`src/rtl/uart_irq_pkg.sv`:
```
package uart_irq_pkg;
   localparam int NSRC   = 4;
   localparam int SRC_RX = 0;
   localparam int SRC_TX = 1;
   localparam int SRC_LS = 2;
   localparam int SRC_MS = 3;

   typedef enum logic [3:0] {
      ID_MS   = 4'h0,
      ID_NONE = 4'h1,
      ID_TX   = 4'h2,
      ID_RX   = 4'h4,
      ID_LS   = 4'h6
   } iid_code_e;
endpackage

```
`src/rtl/uart_irq_pend.sv`:
```
module uart_irq_pend #(
   parameter int N = 4
) (
   input  logic         clk,
   input  logic         rst_n,
   input  logic [N-1:0] set_i,
   input  logic [N-1:0] clr_i,
   output logic [N-1:0] pend_o
);
   if (N < 1) begin : g_bad_n
      $error("uart_irq_pend: N must be at least 1");
   end

   for (genvar k = 0; k < N; k++) begin : g_flag
      always_ff @(posedge clk or negedge rst_n) begin
         if (!rst_n)          pend_o[k] <= 1'b0;
         else if (set_i[k])   pend_o[k] <= 1'b1;
         else if (clr_i[k])   pend_o[k] <= 1'b0;
      end


      set_wins_chk: assert property (@(posedge clk) disable iff (!rst_n)
         set_i[k] |=> pend_o[k]);

      clr_drops_chk: assert property (@(posedge clk) disable iff (!rst_n)
         (clr_i[k] && !set_i[k]) |=> !pend_o[k]);
   end
endmodule

```
`src/rtl/uart_irq_prio.sv`:
```
module uart_irq_prio
   import uart_irq_pkg::*;
(
   input  logic [NSRC-1:0] ier_i,
   input  logic [NSRC-1:0] pend_i,
   output iid_code_e       code_o,
   output logic            any_o
);
   logic [NSRC-1:0] act;

   assign act   = ier_i & pend_i;
   assign any_o = |act;

   always_comb begin
      if (act[SRC_LS])      code_o = ID_LS;
      else if (act[SRC_RX]) code_o = ID_RX;
      else if (act[SRC_TX]) code_o = ID_TX;
      else if (act[SRC_MS]) code_o = ID_MS;
      else                  code_o = ID_NONE;
   end
endmodule

```
`src/rtl/uart_irq_encoder.sv`:
```
module uart_irq_encoder
   import uart_irq_pkg::*;
#(
   parameter int DATA_W = 8
) (
   input  logic              clk,
   input  logic              rst_n,
   input  logic              ier_wr,
   input  logic [DATA_W-1:0] ier_wdata,
   input  logic              iid_rd,
   input  logic              fifo_en,
   input  logic              out2,
   input  logic [NSRC-1:0]   pend_set,
   input  logic [NSRC-1:0]   pend_clr,
   output logic [DATA_W-1:0] iid_q,
   output logic              irq
);
   localparam int FLAG_LO = DATA_W - 2;

   if (DATA_W < 8) begin : g_bad_w
      $error("uart_irq_encoder: DATA_W must be at least 8");
   end

   logic [NSRC-1:0] ier_q;
   logic [NSRC-1:0] pend_q;
   logic [NSRC-1:0] clr_all;
   logic            tx_ack;
   logic            any_act;
   iid_code_e       code;

   always_ff @(posedge clk or negedge rst_n) begin
      if (!rst_n)      ier_q <= '0;
      else if (ier_wr) ier_q <= ier_wdata[NSRC-1:0];
   end

   assign tx_ack  = iid_rd && (code == ID_TX);
   assign clr_all = pend_clr | (NSRC'(tx_ack) << SRC_TX);

   uart_irq_pend #(.N(NSRC)) i_pend (
      .clk    (clk),
      .rst_n  (rst_n),
      .set_i  (pend_set),
      .clr_i  (clr_all),
      .pend_o (pend_q)
   );

   uart_irq_prio i_prio (
      .ier_i  (ier_q),
      .pend_i (pend_q),
      .code_o (code),
      .any_o  (any_act)
   );

   always_comb begin
      iid_q                       = '0;
      iid_q[3:0]                  = code;
      iid_q[DATA_W-1:FLAG_LO]     = {2{fifo_en}};
   end

   assign irq = any_act && out2;


   ier_store_chk: assert property (@(posedge clk) disable iff (!rst_n)
      ier_wr |=> ier_q == $past(ier_wdata[NSRC-1:0]));

   gate_off_chk: assert property (@(posedge clk) disable iff (!rst_n)
      !out2 |-> !irq);

   idle_quiet_chk: assert property (@(posedge clk) disable iff (!rst_n)
      iid_q[0] |-> !irq);

   tx_ack_chk: assert property (@(posedge clk) disable iff (!rst_n)
      (iid_rd && iid_q[3:0] == 4'h2 && !pend_set[SRC_TX]) |=> iid_q[3:0] != 4'h2);
endmodule

```
`config.mk`:
```
export PLATFORM = sky130hd
export DESIGN_NAME = uart_irq_encoder
export DESIGN_NICKNAME = d
export VERILOG_FILES = /design/src/rtl/uart_irq_pkg.sv /design/src/rtl/uart_irq_pend.sv /design/src/rtl/uart_irq_prio.sv /design/src/rtl/uart_irq_encoder.sv
export SDC_FILE = /design/constraint.sdc
export NUM_CORES = 1
export LEC_CHECK = 0
export CAP_MARGIN = 20
export CORE_AREA = 2 2 39 41
export CTS_BUF_LIST = sky130_fd_sc_hd__clkbuf_8
export CTS_CLUSTER_SIZE = 10
export DETAILED_ROUTE_END_ITERATION = 16
export DIE_AREA = 0 0 41 43
export HOLD_SLACK_MARGIN = 0.12
export PLACE_DENSITY = 0.73
export SLEW_MARGIN = 30
export SYNTH_ARGS = -nofsm -noshare
export SYNTH_HDL_FRONTEND = slang
export SYNTH_SLANG_ARGS = --single-unit
```
`constraint.sdc`:
```
create_clock -name clk -period 2.06 [get_ports clk]
set_clock_uncertainty 0.2 [all_clocks]
set_input_delay 0.309 -clock clk [delete_from_list [all_inputs] [get_ports clk]]
set_output_delay 0.309 -clock clk [all_outputs]
set_load 0.005 [all_outputs]
```
======== Word level (Yosys, flattened, before mapping) ========
Cells that the tools add are included.
word-level totals
  output and inout port bits .............. 9
  input bits .............................. 22
  bits in registers ....................... 8
cells by class
  bitwise gates (word level) .............. 2
  eq/ne operators ......................... 1
  mux-type cells .......................... 12
  reductions and logical operators ........ 7
operators by type and width
  operator              number
  $mux W4               3
  $mux W1               9
  $reduce_bool A2 Y1    4
  $and A4 B4 Y4         1
  $eq A4 B2 Y1 const B  1
  $or A4 B2 Y4          1
  $reduce_or A4 Y1      1
  $logic_and A1 B1 Y1   2

======== Logic depth before layout (Yosys ltp) ========
  depth after elaboration ................. 10
  mapped depth ............................ 2
  depth with buffers taken out ............ 2

======== Cells and area by module ========
Synthesis repeated with hierarchy kept, for this count alone.
second synthesis, totals
  cell total of the unflattened synthesis .. 36
  area total of the unflattened synthesis .. 406.6 um2
modules (own cells, without submodules)
  module            times used  cells each  seq. area each (um2)  area each (um2)
  uart_irq_encoder  1           17          100.1                 209.0
  uart_irq_pend     1           12          100.1                 145.1
  uart_irq_prio     1           7           0.0                   52.6

======== Worst setup path after synthesis ========
OpenSTA, ideal clock, no wires.
  path kind ............................... register to output
  start ................................... reg ier_q[0]
  end ..................................... out irq
  setup slack ............................. 719 ps
  stages on the path, launching flop included .. 3
  buffers on the path ..................... 0
  data arrival time ....................... 832 ps
  cells stage by stage .................... dfrtp_1 -> a22o_4 -> o21a_1
on the way
  longest elaborated chain between the ends .. 3
ends and longest elaborated chain
  what                    RTL line                text
  from (decl)             uart_irq_encoder.sv:24  logic [NSRC-1:0] ier_q;
  from (signal assigned)  uart_irq_encoder.sv:33  else if (ier_wr) ier_q <= ier_wdata[NSRC-1:0];
  $and A4 B4 Y4           uart_irq_prio.sv:11     assign act = ier_i & pend_i;
  $reduce_or A4 Y1        uart_irq_prio.sv:12     assign any_o = |act;
  $logic_and A1 B1 Y1     uart_irq_encoder.sv:60  assign irq = any_act && out2;
  to (decl)               uart_irq_encoder.sv:16  output logic irq
No other way between the ends.

======== Final worst setup path ========
  start ................................... reg ier_q[0]
  end ..................................... out iid_q[1]
on the way
  longest elaborated chain between the ends .. 3
ends and longest elaborated chain
  what           RTL line                text
  $and A4 B4 Y4  uart_irq_prio.sv:11
  $mux W4        uart_irq_prio.sv:16     else if (act[SRC_RX]) code_o = ID_RX;
  $mux W4        uart_irq_prio.sv:15     if (act[SRC_LS]) code_o = ID_LS;
  to (decl)      uart_irq_encoder.sv:15  output logic [DATA_W-1:0] iid_q,
No other way between the ends.

==> run summary <==
Critical Path RT: 1.55 ns
Height of the die: 43 um
DRT iter0 DRCs: 1
Instance count of the mapped netlist: 33
TritonCTS Buffers: 3
DIE AREA: 0.00176 sq mm
GRT overflow: 0
Gate power share: 19.5%
DRC errors left: 0
Commonest non-fill, non-tap cell in the layout: clkdlybuf4s50_1
Setup Buffers After CTS: 0
Final hold vios: 0
RSZ-0062 raised after global routing: false
Final setup viols: 0
Seq/Total Area, Yosys: 50.6%
Largest net degree at the start of global routing: 9
Reg2reg start: ier_q[0]
Leakage: 0.300 nW
# IOs: 31
Post-synth cell types: 15
Final Cycle Share: 91.8%
# Max-Cap Violations: 0
Outcome: finished clean
Cell Pwr Density: 717 mW/mm^2
Setup TNS: 0 ns
CP Class: reg -> out
Worst Setup Start Kind: flip-flop
Antenna cells: 0
First-pass GRT wire length: 1190 um
Maximum VDD drop: 365 uV
Root buffer cell: clkbuf_8
Final HPWL DP: 555 um
Number of I/O port buffers: 20
Worst-Skew Late Latency: 0.22 ns
P&R area growth vs syn: 59.8%
Fmax: 529 MHz
R2R Path End: i_pend.pend_o[1]
Core area: 0.00138 sq mm
Mean Syn Cell Area: 12.0 sq um
Nets: 77
Sequential share of power: 40.7%
PnR worst setup slack: 0.170 ns
Warnings, synthesis: 0
H-tree depth: 1
Detailed-route wire length per cell: 10.3 um
Arr. time, crit path: 1.38 ns
Worst-path clk slew: 0.04 ns
Critical path endpoint category: output pin
Worst Hold Class: in -> async
Reg2Reg Setup Slack: 0.91 ns
Initial antenna violation count: 0
Routed Antenna Nets: 0
Dpl cell area: 586 sq um
NetSw: 0.0913 mW
RD Place Congestion: 0.656
# rows: 14
Fin. max-slew vios: 0
Initial Util: 28.6%
Final min period: 1.89 ns
Crit path launch: ier_q[0]
Longest Clk Path Bufs: 2
Total Wirelength: 711 um
Layout cells sized above 1: 9.43%
Width of the die: 41 um
Clk sinks: 8
Most frequent cells in the layout: clkdlybuf4s50_1 (18), dfrtp_1 (8), mux2_1 (4)
Final instance area: 632 sq um
CTS Hold Buffers Added: 0
Register bit count reported by yosys: 8
FF-to-FF path depth: 2
Dpl ws: 0.186 ns
Setup crit end: iid_q[1]
Internal Power: 0.362 mW
Clock tree from TritonCTS: built
CP Max Fanout: 3
GRT Util Overall: 10.5%
Netlist Area Pre-Place: 395 sq um
Via count: 311
Sw Share: 20.2%
Clock power frac: 39.8%
Drt first pass iters: 2
Via/cell ratio: 4.51
Vias in the first global route: 319
[worst max-delay path: stages, from the launching register on]
cell	delay, ns
dfrtp_1	0.39
nand2_1	0.07
a32o_1	0.25
clkdlybuf4s50_1	0.44
[final cells by class]
| class | count | area, sq um |
|---|---|---|
| Clock buffer | 3 | 41.3 |
| Fill cell | 143 | 752 |
| Inverter | 3 | 11.3 |
| Multi-Input combinational cell | 19 | 154 |
| Sequential cell | 8 | 200 |
| Tap cell | 16 | 20.0 |
| Timing Repair Buffer | 20 | 205 |
[kinds of logic after synthesis]
group | count (synthesis) | share of synthesized area [%]
compound gates | 8 | 19.3
buf+inv | 8 | 12.3
flops | 8 | 50.6
mux | 4 | 11.4
other cells | 1 | 0.948
simple gates | 4 | 5.38
[power groups by stage]
stage / combinational (mW) / clock (mW) / sequential, mW
CTS: 0.0910 / 0.187 / 0.185
global route: 0.0975 / 0.194 / 0.186
global placement: 0.0904 / 0 / 0.185
finish: 0.0882 / 0.180 / 0.184
floorplan: 0.0416 / 0 / 0.182
detailed placement: 0.0910 / 0 / 0.186
[cells in the mapped netlist]
cell      instances  area, sq um
o22a_1            1         8.76
nand3b_1          1         7.51
a22o_2            1         10.0
mux2_1            4         45.0
nand2_1           1         3.75
inv_1             3         11.3
nor2b_1           1         6.26
dfrtp_1           8          200
a32o_1            1         10.0
conb_1            1         3.75
a22o_4            1         17.5
o21a_1            1         7.51
nor2_1            1         3.75
buf_4             5         37.5
a21o_1            3         22.5
[stage by stage]
stage / utilization, % / total power [mW] / instances / hold slack, ns
3_3_place_gp: 42.3 / 0.276 / 66 / 0.268
2_1_floorplan: - / 0.224 / 35 / -0.187
6_report: 45.7 / 0.453 / 69 / 0.166
3_5_place_dp: 42.3 / 0.277 / 66 / 0.270
5_1_grt: 45.7 / 0.478 / 69 / 0.177
4_1_cts: 45.3 / 0.463 / 69 / 0.161
[repair_timing]
action,CTS,global route
setup endpoints to repair,0,2
resized for setup,0,2
endpoints found under the hold margin,0,0
[worst min path at each step]
stage,startpoint,end,slack (ns),depth (start not counted)
global route,rst_n,i_pend.pend_o[1],0.18,1
floorplan,rst_n,i_pend.pend_o[0],-0.19,0
global placement,i_pend.pend_o[3],i_pend.pend_o[3],0.27,1
CTS,rst_n,i_pend.pend_o[3],0.16,1
detailed placement,i_pend.pend_o[3],i_pend.pend_o[3],0.27,1
finish,rst_n,i_pend.pend_o[3],0.17,1
[routing by layer]
| metal | part of all wire [%] | vias up | track usage [%] |
|---|---|---|---|
| met1 | 42 | 149 | 9.76 |
| met4 | 0 | 0 | 6.67 |
| met5 | 0 | - | 0 |
| met3 | 7.9 | 0 | 6.28 |
| li1 | - | 148 | - |
| met2 | 50 | 14 | 16.3 |
[registers in the layout (all words and copies together), names as in the netlist]
name and count:
i_pend.pend_o 4, ier_q 4
(Power assumes the default switching activity.)
